$ cat config.mk
export PLATFORM = sky130hd
export DESIGN_NAME = cluster_hit_selector
export DESIGN_NICKNAME = d
export VERILOG_FILES = /design/src/rtl/chs_pkg.sv /design/src/rtl/chs_classify.sv /design/src/rtl/chs_roi.sv /design/src/rtl/chs_scan.sv /design/src/rtl/cluster_hit_selector.sv
export SDC_FILE = /design/constraint.sdc
export NUM_CORES = 1
export LEC_CHECK = 0
export BUFFER_PORTS_ARGS = -buffer_cell sky130_fd_sc_hd__buf_2
export CAP_MARGIN = 20
export CORE_MARGIN = 2
export CORE_UTILIZATION = 50
export DETAILED_ROUTE_END_ITERATION = 10
export PLACE_DENSITY = 0.77
export SYNTH_ARGS = -nofsm -noshare
export SYNTH_HDL_FRONTEND = slang
export SYNTH_SLANG_ARGS = --single-unit
$ cat constraint.sdc
create_clock -name clk -period 3.8 [get_ports clk]
set_clock_uncertainty 0.2 [all_clocks]
set_input_delay 0.57 -clock clk [delete_from_list [all_inputs] [get_ports clk]]
set_output_delay 0.57 -clock clk [all_outputs]
set_load 0.05 [all_outputs]
$ cat src/rtl/chs_pkg.sv
package chs_pkg;

    typedef enum logic [1:0] {
        S_IDLE     = 2'd0,
        S_CLASSIFY = 2'd1,
        S_EMIT     = 2'd2
    } chs_state_e;

endpackage

$ cat src/rtl/chs_classify.sv
module chs_classify #(
    parameter int NCH = 16,
    parameter int AW  = 8
) (
    input  logic [NCH*AW-1:0] amp_flat,
    input  logic [AW-1:0]     thr_hi,
    input  logic [AW-1:0]     thr_lo,
    output logic [NCH-1:0]    hi_vec,
    output logic [NCH-1:0]    lo_vec
);
    // one comparator pair per channel; equality counts as reaching a threshold
    for (genvar i = 0; i < NCH; i++) begin : g_cmp
        logic [AW-1:0] a;
        assign a         = amp_flat[i*AW +: AW];
        assign hi_vec[i] = (a >= thr_hi);
        assign lo_vec[i] = (a >= thr_lo);
    end
endmodule

$ cat src/rtl/chs_roi.sv
module chs_roi #(
    parameter int NCH    = 16,
    parameter int RADIUS = 2
) (
    input  logic [NCH-1:0] hi_vec,
    input  logic           nb_left,
    input  logic           nb_right,
    output logic [NCH-1:0] roi_vec,
    output logic           edge_left,
    output logic           edge_right
);
    localparam int PW  = NCH + 2 * RADIUS;
    localparam int WIN = 2 * RADIUS + 1;

    // padded[p] holds the high flag of channel p-RADIUS
    logic [PW-1:0] padded;
    assign padded = {{RADIUS{1'b0}}, hi_vec, {RADIUS{1'b0}}};

    for (genvar i = 0; i < NCH; i++) begin : g_win
        localparam logic IN_L = (i < RADIUS);
        localparam logic IN_R = (i >= NCH - RADIUS);
        logic near;
        assign near       = |padded[i +: WIN];
        assign roi_vec[i] = near | (IN_L & nb_left) | (IN_R & nb_right);
    end

    // a high hit this close to an edge spills its region onto the neighbour
    assign edge_left  = |hi_vec[RADIUS-1:0];
    assign edge_right = |hi_vec[NCH-1 -: RADIUS];
endmodule

$ cat src/rtl/chs_scan.sv
module chs_scan #(
    parameter int NCH = 16,
    localparam int IW = $clog2(NCH)
) (
    input  logic [NCH-1:0] vec,
    output logic [IW-1:0]  idx,
    output logic [NCH-1:0] rest
);
    // lowest set bit wins, so the list leaves in ascending channel order
    always_comb begin
        idx = '0;
        for (int i = NCH - 1; i >= 0; i--) begin
            if (vec[i]) idx = i[IW-1:0];
        end
    end

    assign rest = vec & (vec - 1'b1);
endmodule

$ cat src/rtl/cluster_hit_selector.sv
module cluster_hit_selector
    import chs_pkg::*;
#(
    parameter int NCH    = 16,
    parameter int AW     = 8,
    parameter int RADIUS = 2,
    localparam int IW    = $clog2(NCH),
    localparam int FW    = NCH * AW
) (
    input  logic           clk,
    input  logic           rst_n,
    input  logic           strobe,
    input  logic [FW-1:0]  amp_in,
    input  logic [AW-1:0]  thr_hi,
    input  logic [AW-1:0]  thr_lo,
    input  logic           roi_in_left,
    input  logic           roi_in_right,
    output logic           roi_out_left,
    output logic           roi_out_right,
    output logic           mask_valid,
    output logic [NCH-1:0] sel_mask,
    output logic           hit_valid,
    output logic [IW-1:0]  hit_chan,
    output logic [AW-1:0]  hit_amp,
    output logic           hit_last
);

    chs_state_e     state_q, state_d;

    logic [FW-1:0]  cap_amp_q;
    logic [NCH-1:0] hi_q, lo_q, pend_q;
    logic           nbl_q, nbr_q;
    logic [AW-1:0]  thr_lo_q;

    logic [NCH-1:0] hi_now, lo_now;
    logic [NCH-1:0] roi_vec, sel_d, rest;
    logic           edge_l, edge_r;
    logic [IW-1:0]  idx;
    logic [AW-1:0]  amp_pick;

    chs_classify #(.NCH(NCH), .AW(AW)) u_cls (
        .amp_flat (amp_in),
        .thr_hi   (thr_hi),
        .thr_lo   (thr_lo),
        .hi_vec   (hi_now),
        .lo_vec   (lo_now)
    );

    chs_roi #(.NCH(NCH), .RADIUS(RADIUS)) u_roi (
        .hi_vec     (hi_q),
        .nb_left    (nbl_q),
        .nb_right   (nbr_q),
        .roi_vec    (roi_vec),
        .edge_left  (edge_l),
        .edge_right (edge_r)
    );

    // high hits always pass; tail hits need a region
    assign sel_d = hi_q | (lo_q & roi_vec);

    chs_scan #(.NCH(NCH)) u_scan (
        .vec  (pend_q),
        .idx  (idx),
        .rest (rest)
    );

    always_comb begin
        amp_pick = '0;
        for (int i = 0; i < NCH; i++) begin
            if (idx == i[IW-1:0]) amp_pick = cap_amp_q[i*AW +: AW];
        end
    end

    // next-state logic
    always_comb begin
        state_d = state_q;
        unique case (state_q)
            S_IDLE:     if (strobe) state_d = S_CLASSIFY;
            S_CLASSIFY: state_d = (sel_d != '0) ? S_EMIT : S_IDLE;
            S_EMIT:     if (rest == '0) state_d = S_IDLE;
            default:    state_d = S_IDLE;
        endcase
    end

    // state register
    always_ff @(posedge clk) begin
        if (!rst_n) state_q <= S_IDLE;
        else        state_q <= state_d;
    end

    // datapath and outputs
    always_ff @(posedge clk) begin
        if (!rst_n) begin
            cap_amp_q     <= '0;
            hi_q          <= '0;
            lo_q          <= '0;
            pend_q        <= '0;
            nbl_q         <= 1'b0;
            nbr_q         <= 1'b0;
            thr_lo_q      <= '0;
            roi_out_left  <= 1'b0;
            roi_out_right <= 1'b0;
            mask_valid    <= 1'b0;
            sel_mask      <= '0;
            hit_valid     <= 1'b0;
            hit_chan      <= '0;
            hit_amp       <= '0;
            hit_last      <= 1'b0;
        end else begin
            mask_valid <= 1'b0;
            hit_valid  <= 1'b0;
            hit_last   <= 1'b0;
            unique case (state_q)
                S_IDLE: begin
                    if (strobe) begin
                        cap_amp_q <= amp_in;
                        hi_q      <= hi_now;
                        lo_q      <= lo_now;
                        nbl_q     <= roi_in_left;
                        nbr_q     <= roi_in_right;
                        thr_lo_q  <= thr_lo;
                    end
                end
                S_CLASSIFY: begin
                    sel_mask      <= sel_d;
                    pend_q        <= sel_d;
                    mask_valid    <= 1'b1;
                    roi_out_left  <= edge_l;
                    roi_out_right <= edge_r;
                end
                S_EMIT: begin
                    hit_valid <= 1'b1;
                    hit_chan  <= idx;
                    hit_amp   <= amp_pick;
                    hit_last  <= (rest == '0);
                    pend_q    <= rest;
                end
                default: ;
            endcase
        end
    end


    hit_order_chk: assert property (@(posedge clk) disable iff (!rst_n)
        (hit_valid && !hit_last) |=> (hit_valid && (hit_chan > $past(hit_chan))));


    last_ends_chk: assert property (@(posedge clk) disable iff (!rst_n)
        (hit_valid && hit_last) |=> !hit_valid);


    hit_in_mask_chk: assert property (@(posedge clk) disable iff (!rst_n)
        hit_valid |-> sel_mask[hit_chan]);


    low_floor_chk: assert property (@(posedge clk) disable iff (!rst_n)
        hit_valid |-> (hit_amp >= thr_lo_q));


    first_hit_chk: assert property (@(posedge clk) disable iff (!rst_n)
        mask_valid |=> (hit_valid == (sel_mask != '0)));


    busy_strobe_chk: assert property (@(posedge clk) disable iff (!rst_n)
        (state_q == S_EMIT) |=> (state_q != S_CLASSIFY));


    empty_quiet_chk: assert property (@(posedge clk) disable iff (!rst_n)
        (mask_valid && (sel_mask == '0)) |=> !hit_valid);

endmodule

# Yosys cells after proc, flatten, opt, wreduce, memory -nomap -nowiden
# Index checks and enable logic that the tools add are counted.
[totals]
register_bits = 213
in_bits = 149
out_inout_bits = 33
word_cells = 139
[op_classes]
n_addsub = 1
magnitude_cmp = 32
eq_ne = 19
muxes = 39
bitwise_logic = 7
reduce_logical = 26
[op_table]
columns = ["cell", "count"]
rows = [
  ["greater-or-equal comparator 8 bit", 32],
  ["two-way mux 8 bit", 16],
  ["two-way mux 4 bit", 16],
  ["OR reduction 5 bit", 12],
  ["AND 16 bit", 2],
  ["equality test 4 bit, second input constant", 8],
  ["one-hot mux 16 bit (2 select lines)", 1],
  ["equality test 4 x 3 -> 1 bit, second input constant", 4],
  ["logical NOT 16 bit", 1],
  ["bitwise OR 16 bit", 1],
  ["nonzero test 16 bit", 1],
  ["subtractor 16 x 1 -> 16 bit, second input constant", 1],
  ["equality test 4 x 2 -> 1 bit, second input constant", 2],
  ["OR reduction 4 bit", 2],
  ["two-way mux 2 bit", 3],
  ["one-hot mux 2 bit (3 select lines)", 1],
  ["AND reduction 2 bit", 3],
  ["OR reduction 3 bit", 2],
  ["equality test 4 x 1 -> 1 bit, second input constant", 1],
  ["logical NOT 4 bit", 1],
  ["inequality test 2 bit, second input constant", 2],
  ["bitwise OR 1 bit", 4],
  ["OR reduction 2 bit", 2],
  ["equality test 2 x 1 -> 1 bit, second input constant", 1],
  ["other kinds (4)", 5],
]

# Depth between registers and ports, before layout
# Gate-level depths: netlist of the first run.
[logic_depth]
ltp_word = 33
mapped_depth = 11
ltp_nobuf = 10

# By module
# Synthesis of the first run repeated with hierarchy kept, for this count alone.
[unflattened]
cells_unflattened = 1823
hier_area_um2 = 15103.2
[modules_own_cells]
columns = ["module", "instances", "cells_per_inst", "area_each_um2", "seq_area_each_um2"]
rows = [
  ["cluster_hit_selector", 1, 1162, 9064.9, 4264.1],
  ["chs_classify", 1, 574, 5477.8, 0.0],
  ["chs_scan", 1, 50, 317.8, 0.0],
  ["chs_roi", 1, 37, 242.7, 0.0],
]

# Least setup slack after synthesis of the first run
# No wires, ideal clock.
[synth_path]
kind = "register -> register"
start = "register pend_q[1]"
end = "register hit_amp[3]"
setup_ps = 120
arrival_ps = 2238
required_ps = 3480
setup_slack_ps = 1242
stages_incl_launch_ff = 9
path_buffers = 2
synth_period_minus_slack_ps = 2558
path_cell_list = "dfxtp_1 -> buf_4 -> or4_1 -> buf_2 -> or3_4 -> or3_4 -> o2111ai_1 -> nand4_1 -> o2bb2ai_1"
[synth_between]
elab_chain_cells = 19
elab_cells_between_ends = 34
cone_classes = "15 x eq/ne; 18 x mux; 1 x reduce/logical"
[synth_lines]
columns = ["element", "line", "text"]
rows = [
  ["from (decl)", "cluster_hit_selector.sv:31", "logic [NCH-1:0] hi_q, lo_q, pend_q;"],
  ["from (signal assigned)", "cluster_hit_selector.sv:126", "pend_q <= sel_d;"],
  ["from (signal assigned)", "cluster_hit_selector.sv:136", "pend_q <= rest;"],
  ["two-way mux 4 bit (*) (2 in series)", "chs_scan.sv:13", "if (vec[i]) idx = i[IW-1:0];"],
  ["logical NOT 4 bit", "cluster_hit_selector.sv:70", "if (idx == i[IW-1:0]) amp_pick = cap_amp_q[i*AW +: AW];"],
  ["two-way mux 8 bit (15 in series)", "cluster_hit_selector.sv:70", ""],
  ["two-way mux 8 bit (*)", "cluster_hit_selector.sv:70", ""],
  ["to (signal assigned)", "cluster_hit_selector.sv:134", "hit_amp <= amp_pick;"],
  ["to (decl)", "cluster_hit_selector.sv:24", "output logic [AW-1:0] hit_amp,"],
]
# Every way passes the cells marked *; elsewhere a longest branch is shown, timed or not.
# A chain may end at the register's enable or synchronous reset.

# Worst setup path in the final report of the first run
[layout_path]
start = "register pend_q[2]"
end = "register hit_amp[6]"
[layout_between]
elab_chain_cells = 20
elab_cells_between_ends = 35
cone_classes = "15 x eq/ne; 19 x mux; 1 x reduce/logical"
[layout_lines]
columns = ["element", "line"]
rows = [
  ["two-way mux 4 bit (*) (3 in series)", "chs_scan.sv:13"],
  ["logical NOT 4 bit", "cluster_hit_selector.sv:70"],
  ["two-way mux 8 bit (15 in series)", "cluster_hit_selector.sv:70"],
  ["two-way mux 8 bit (*)", "cluster_hit_selector.sv:70"],
]
# Marked as above.

==> flow_summary.yaml, run 1 <==
synthesis:
  ys_seq_area_frac: 0.294
  postSynthCellCount: 1849
  synth-async-reset-ratio: 0
  syn_area_per_cell_sq_um: 7.84
  synth_top_cell_by_area: "dfxtp_1"
  synth_area_leaders: "dfxtp_1, ha_1, a21oi_1, nand2_1, o21ai_0"
  ys_top_cells_by_count: "nand2_1, a21oi_1, ha_1"
  synth-seq-cells: 213
  synth_top_area_frac: 0.294
  synth_most_common_cell: "nand2_1"
  syn_nets: 2257
  synth_flop_cell: "dfxtp_1"
  synth_area_sq_um: 14500
  synth_edf_count: 0
  yosysWarnings: 0
  synthDistinctLibCells: 72
layout:
  stdcell_count: 2389
  finalInstanceArea_sq_um: 16600
  area_delta_synth_final_pct: 14.8
  nets: 2396
  diodes: 0
  fill_cells: 2643
  final_layout_size_suffix_gt1_frac: 0.137
worst_setup_path:
  r2r_end: "hit_amp[6]"
  crit_type: "reg2reg"
  crit_path_start_kind: "flop"
  crit_start: "pend_q[2]"
  path_cells: "nor4_4 > nand2_1 > nor3_2 > and2_1 > o21ai_0 > a32o_1 > mux2i_1 > nor3_2"
  worstPathMaxFanout: 16
  cp_data_required_time_ns: 3.99
  rr_worst_depth: 8
  cpPeakStageDelay_ns: 0.56
  end_kind: "flop"
  crit_top_cell: "nor3_2"
  reg2reg_from: "pend_q[2]"
  arrival_ns: 3.51
  r2r_slack_ns: 0.48
  cpMaxStageDelayCell: "dfxtp_1"
  critical_path.endpoint: "hit_amp[6]"
route:
  vias_per_cell: 5.97
  drtIter0Drc: 1645
  wl_per_cell_microns: 21.1
  vias: 14300
  wirelength_microns: 50500
  dr.pass1.iters: 6
  route.detailed.drc: 0
  drtAntennaViolNets: 0
sta:
  rsz0062_at_grt: "no"
  fin_tns_setup_ns: 0
  worstMarginPinSlew_ns: 1.14
  final_max_slew_viol_count: 0
  finalCriticalPeriod_ns: 3.32
  slew_headroom: 0.236
  setup_viol: 0
  min_period_over_period: 0.873
  fin_ws_ns: 0.482
  finalHoldViolations: 0
  fmax_mhz: 301
floorplan:
  die-area_sq_um: 30400
  pin_count: 182
  die_h_microns: 174
  rows: 62
  die_x_microns: 174
  design.core.area_sq_um: 28600
  initial_core_util: 0.507
clock_tree:
  numCtsBuffers: 24
  postCtsSetupBuffers: 0
  cts_resized: 0
  postCtsHoldBufs: 0
  cts_sinks: 213
  cts_tree: "done"
  clock_latency_ns: 0.52
  cts-root-buf: "clkbuf_16"
  h-tree-depth: 1
  clk_path_buf_depth: 3
  cts.clk_slew.worst_paths_ns: 0.06
global_route:
  grt_overflow: 0
  first_global_vias: 13500
  grt_max_degree: 163
  grt_antenna_before_repair: 1
  grt_pass1_wl_microns: 77200
  track_usage: 0.327
placed_design:
  placed_area_sq_um: 15700
  hpwlAfterDp_microns: 37400
  placed_cells: 2345
  gp_congestion: 1.09
  place_ws_ns: 0.619
  io_buffer_count: 181
pwr:
  powerDensity_nw_per_um2: 477
  ir_drop_v: 0.000298
  p_leak_nw: 7.29
hold_path:
  hold_class: "in2reg"
run:
  maxCapViolations: 0
outcome:
  status: "finished, final reports clean"
[final cells by class]
type / count / area [sq um] / area share
timing repair buffer: 207 / 1160 / 0.0696
multi-input combinational: 1497 / 9690 / 0.582
sequential: 213 / 4260 / 0.256
tap: 384 / 480 / 0.0289
inverter: 45 / 171 / 0.0103
clock inverter: 9 / 175 / 0.0105
clock buffer: 34 / 699 / 0.0420
[cells in the final DEF, fill, tap and decap left out, drive strengths merged, types with 7 or more instances in the layout]
master     n
mux2i     22
clkbuf    34
o21a      33
a211oi    26
nor2b     36
buf      207
nand2    314
nor4      11
o22ai      7
a21oi    285
nand4      9
and2       8
o211ai    13
dfxtp    213
nand3     10
or4       13
ha       259
nor2     159
o21ai    159
nand2b    39
inv       45
o2111ai    7
nor3      19
[power by group]
part           internal, mW  total, mW  leakage [nW]  switching (mW)
Combinational         0.911       2.69          5.12            1.78
Sequential             2.45       2.68          1.75           0.233
Clock                  1.62       2.56         0.422           0.947
[registers in the layout (all words and copies together), names as in the netlist, 2 cells and up]
| name | count |
|---|---|
| hit_amp | 8 |
| hi_q | 16 |
| cap_amp_q | 128 |
| state_q | 2 |
| pend_q | 16 |
| hit_chan | 4 |
| sel_mask | 16 |
| lo_q | 16 |
[worst min-delay path by stage]
| stage | depth (start not counted) | start | slack, ns | to |
|---|---|---|---|---|
| after CTS | 3 | amp_in[40] | 0.09 | cap_amp_q[40] |
| after global routing | 3 | amp_in[32] | 0.12 | cap_amp_q[32] |
| after detailed placement | 2 | cap_amp_q[47] | 0.24 | cap_amp_q[47] |
| after floorplan | 2 | cap_amp_q[120] | 0.23 | cap_amp_q[120] |
| final | 3 | amp_in[24] | 0.1 | cap_amp_q[24] |
| after global placement | 2 | cap_amp_q[45] | 0.24 | cap_amp_q[45] |
[per-stage QoR]
stage          utilization  hold WS (ns)  power [mW]
6_report             0.581        0.0951        7.93
5_1_grt              0.581         0.117        8.32
4_1_cts              0.580        0.0892        7.88
3_5_place_dp         0.550         0.245        5.33
3_3_place_gp         0.550         0.240        5.28
2_1_floorplan            -         0.231        4.43
[per-layer routing]
layer  routed length (microns)  vias up  track usage
li1                          -     6849            -
met1                     21000     6669        0.431
met2                     23200      641        0.534
met3                      4410      115       0.0623
met4                      1910        0        0.116
met5                         0        -            0
[critical path: cells and delay by family (launching register included)]
family / cells / cell delay, ns
AND/OR/NAND/NOR: 5 / 1.83
flip-flops: 1 / 0.56
AO/OA/AOI/OAI: 2 / 0.44
multiplexers: 1 / 0.17
[logic make-up after synthesis]
group	Yosys count	synth area share
buf+inv	139	0.0391
flops	213	0.294
simple gates	632	0.194
mux	25	0.0175
fa+ha+maj	262	0.226
compound gates	578	0.230
No activity file was read; power rests on OpenSTA's default activity.
==> run 2: changes to the inputs <==
--- a/config.mk
+++ b/config.mk
@@ -8,9 +8,9 @@
 export BUFFER_PORTS_ARGS = -buffer_cell sky130_fd_sc_hd__buf_2
 export CAP_MARGIN = 20
 export CORE_MARGIN = 2
-export CORE_UTILIZATION = 50
+export CORE_UTILIZATION = 35
 export DETAILED_ROUTE_END_ITERATION = 10
-export PLACE_DENSITY = 0.77
+export PLACE_DENSITY = 0.6
 export SYNTH_ARGS = -nofsm -noshare
 export SYNTH_HDL_FRONTEND = slang
 export SYNTH_SLANG_ARGS = --single-unit
==> constraint.sdc (replaced) <==
create_clock -name clk -period 3.8 [get_ports clk]
set_clock_uncertainty 0.2 [all_clocks]
set_input_delay 0.19 -clock clk [delete_from_list [all_inputs] [get_ports clk]]
set_output_delay 0.19 -clock clk [all_outputs]
set_load 0.05 [all_outputs]
==> run 2 against run 1 <==
Effect of this change: cell count rose by 12%; register-to-register slack improved by 0.07 ns; design area rose by 8.9%; sequential share of layout area fell by 2.1 points; routed wire length rose by 7.9%; die area rose by 42%; via count rose by 0.58%; worst setup slack improved by 0.067 ns; sequential cell count did not move.
==> flow_summary.yaml, run 2 (same netlist as run 1, synthesis figures left out) <==
floorplan:
  pin_count: 182
  rows: 74
  initial_core_util: 0.355
  die_h_microns: 208
  die-area_sq_um: 43100
  die_x_microns: 208
  design.core.area_sq_um: 40800
sta:
  rsz0062_at_grt: "no"
  slew_headroom: 0.293
  worstMarginPinSlew_ns: 1.06
  finalHoldViolations: 0
  setup_viol: 0
  finalCriticalPeriod_ns: 3.25
  min_period_over_period: 0.855
  final_max_slew_viol_count: 0
  fin_ws_ns: 0.549
  fmax_mhz: 308
  fin_tns_setup_ns: 0
route:
  drtAntennaViolNets: 0
  route.detailed.drc: 0
  dr.pass1.iters: 6
  drtIter0Drc: 919
  wirelength_microns: 54500
  wl_per_cell_microns: 20.4
  vias_per_cell: 5.38
  vias: 14400
layout:
  final_layout_size_suffix_gt1_frac: 0.131
  top_register: "cap_amp_q"
  diodes: 0
  nets: 2530
  regArea_sq_um: 4260
  area_delta_synth_final_pct: 25.0
  largest_register_ffs: 128
  multi_input_area_sq_um: 9690
  fill_cells: 4064
  layout_common_cells: "nand2_1, a21oi_1, ha_1, dfxtp_1, buf_2"
  layout_commonest_cell: "nand2_1"
placed_design:
  gp_congestion: 0.916
  hpwlAfterDp_microns: 40400
  io_buffer_count: 181
  place_ws_ns: 0.666
pwr:
  ir_drop_v: 0.000282
  powerDensity_nw_per_um2: 444
  p_leak_nw: 7.85
worst_setup_path:
  r2r_end: "hit_amp[6]"
  rr_worst_depth: 8
  reg2reg_from: "pend_q[2]"
  cp_data_required_time_ns: 4.02
  worstPathMaxFanout: 16
  r2r_slack_ns: 0.55
  end_kind: "flop"
  arrival_ns: 3.47
  crit_type: "reg2reg"
  crit_path_start_kind: "flop"
  critical_path.endpoint: "hit_amp[6]"
  crit_start: "pend_q[2]"
clock_tree:
  postCtsSetupBuffers: 0
  clk_path_buf_depth: 3
  cts-root-buf: "clkbuf_16"
  cts_sinks: 213
  cts_resized: 0
  cts_tree: "done"
  postCtsHoldBufs: 131
  h-tree-depth: 1
  cts.clk_slew.worst_paths_ns: 0.06
  numCtsBuffers: 26
  clock_latency_ns: 0.53
global_route:
  track_usage: 0.248
  grt_pass1_wl_microns: 84000
  first_global_vias: 14300
  grt_antenna_before_repair: 2
  grt_max_degree: 86
  grt_overflow: 0
run:
  maxCapViolations: 0
outcome:
  status: "finished, final reports clean"
hold_path:
  hold_class: "in2reg"
-- run 2: cell type report --
class,count,area share
multi-input combinational,1497,0.535
sequential,213,0.235
clock inverter,8,0.00545
tap,532,0.0367
timing repair buffer,339,0.135
inverter,45,0.00945
clock buffer,37,0.0437
-- run 2: where the power goes --
| part | total [mW] | switching [mW] | internal [mW] |
|---|---|---|---|
| clock | 2.58 | 1.00 | 1.58 |
| sequential | 2.70 | 0.248 | 2.45 |
| combinational | 2.78 | 1.77 | 1.00 |
| total | 8.05 | 3.02 | 5.03 |
-- run 2: critical path, stage by stage, from the launching register on --
cell and delay [ns]:
dfxtp_1 0.54, nor4_4 0.56, nand2_1 0.30, nor3_2 0.40, and2_1 0.49, o21ai_0 0.17
a32o_1 0.23, mux2i_1 0.17, nor3_2 0.06
-- run 2: worst min-delay path by stage --
stage / from / endpoint / slack, ns / cells past startpoint
after floorplan: amp_in[120] / cap_amp_q[120] / 0.13 / 2
after global placement: cap_amp_q[127] / cap_amp_q[127] / 0.24 / 2
after detailed placement: cap_amp_q[127] / cap_amp_q[127] / 0.25 / 2
after CTS: rst_n / lo_q[14] / 0.02 / 3
after global routing: rst_n / hi_q[12] / 0.06 / 3
final: rst_n / lo_q[14] / 0.05 / 3
-- run 2: stage by stage --
stage                     cell area [sq um]  power [mW]  utilization  instances  hold WS, ns
after global routing                  18100        8.50        0.444       2671       0.0576
after floorplan                       14500        4.43            -       1849        0.126
final                                 18100        8.05        0.444       2671       0.0473
after CTS                             18100        8.06        0.444       2671       0.0181
after detailed placement              15900        5.39        0.390       2495        0.247
after global placement                15900        5.34        0.390       2495        0.240
-- run 2: metal layers --
layer  vias to the layer above  track usage  share of wire  wire, microns
met5                         -            0              0              0
met4                         0       0.0682          0.028           1520
met3                        78       0.0301          0.049           2660
met2                       367        0.411           0.46          25100
met1                      6803        0.340           0.46          25200
li1                       7109            -              -              -
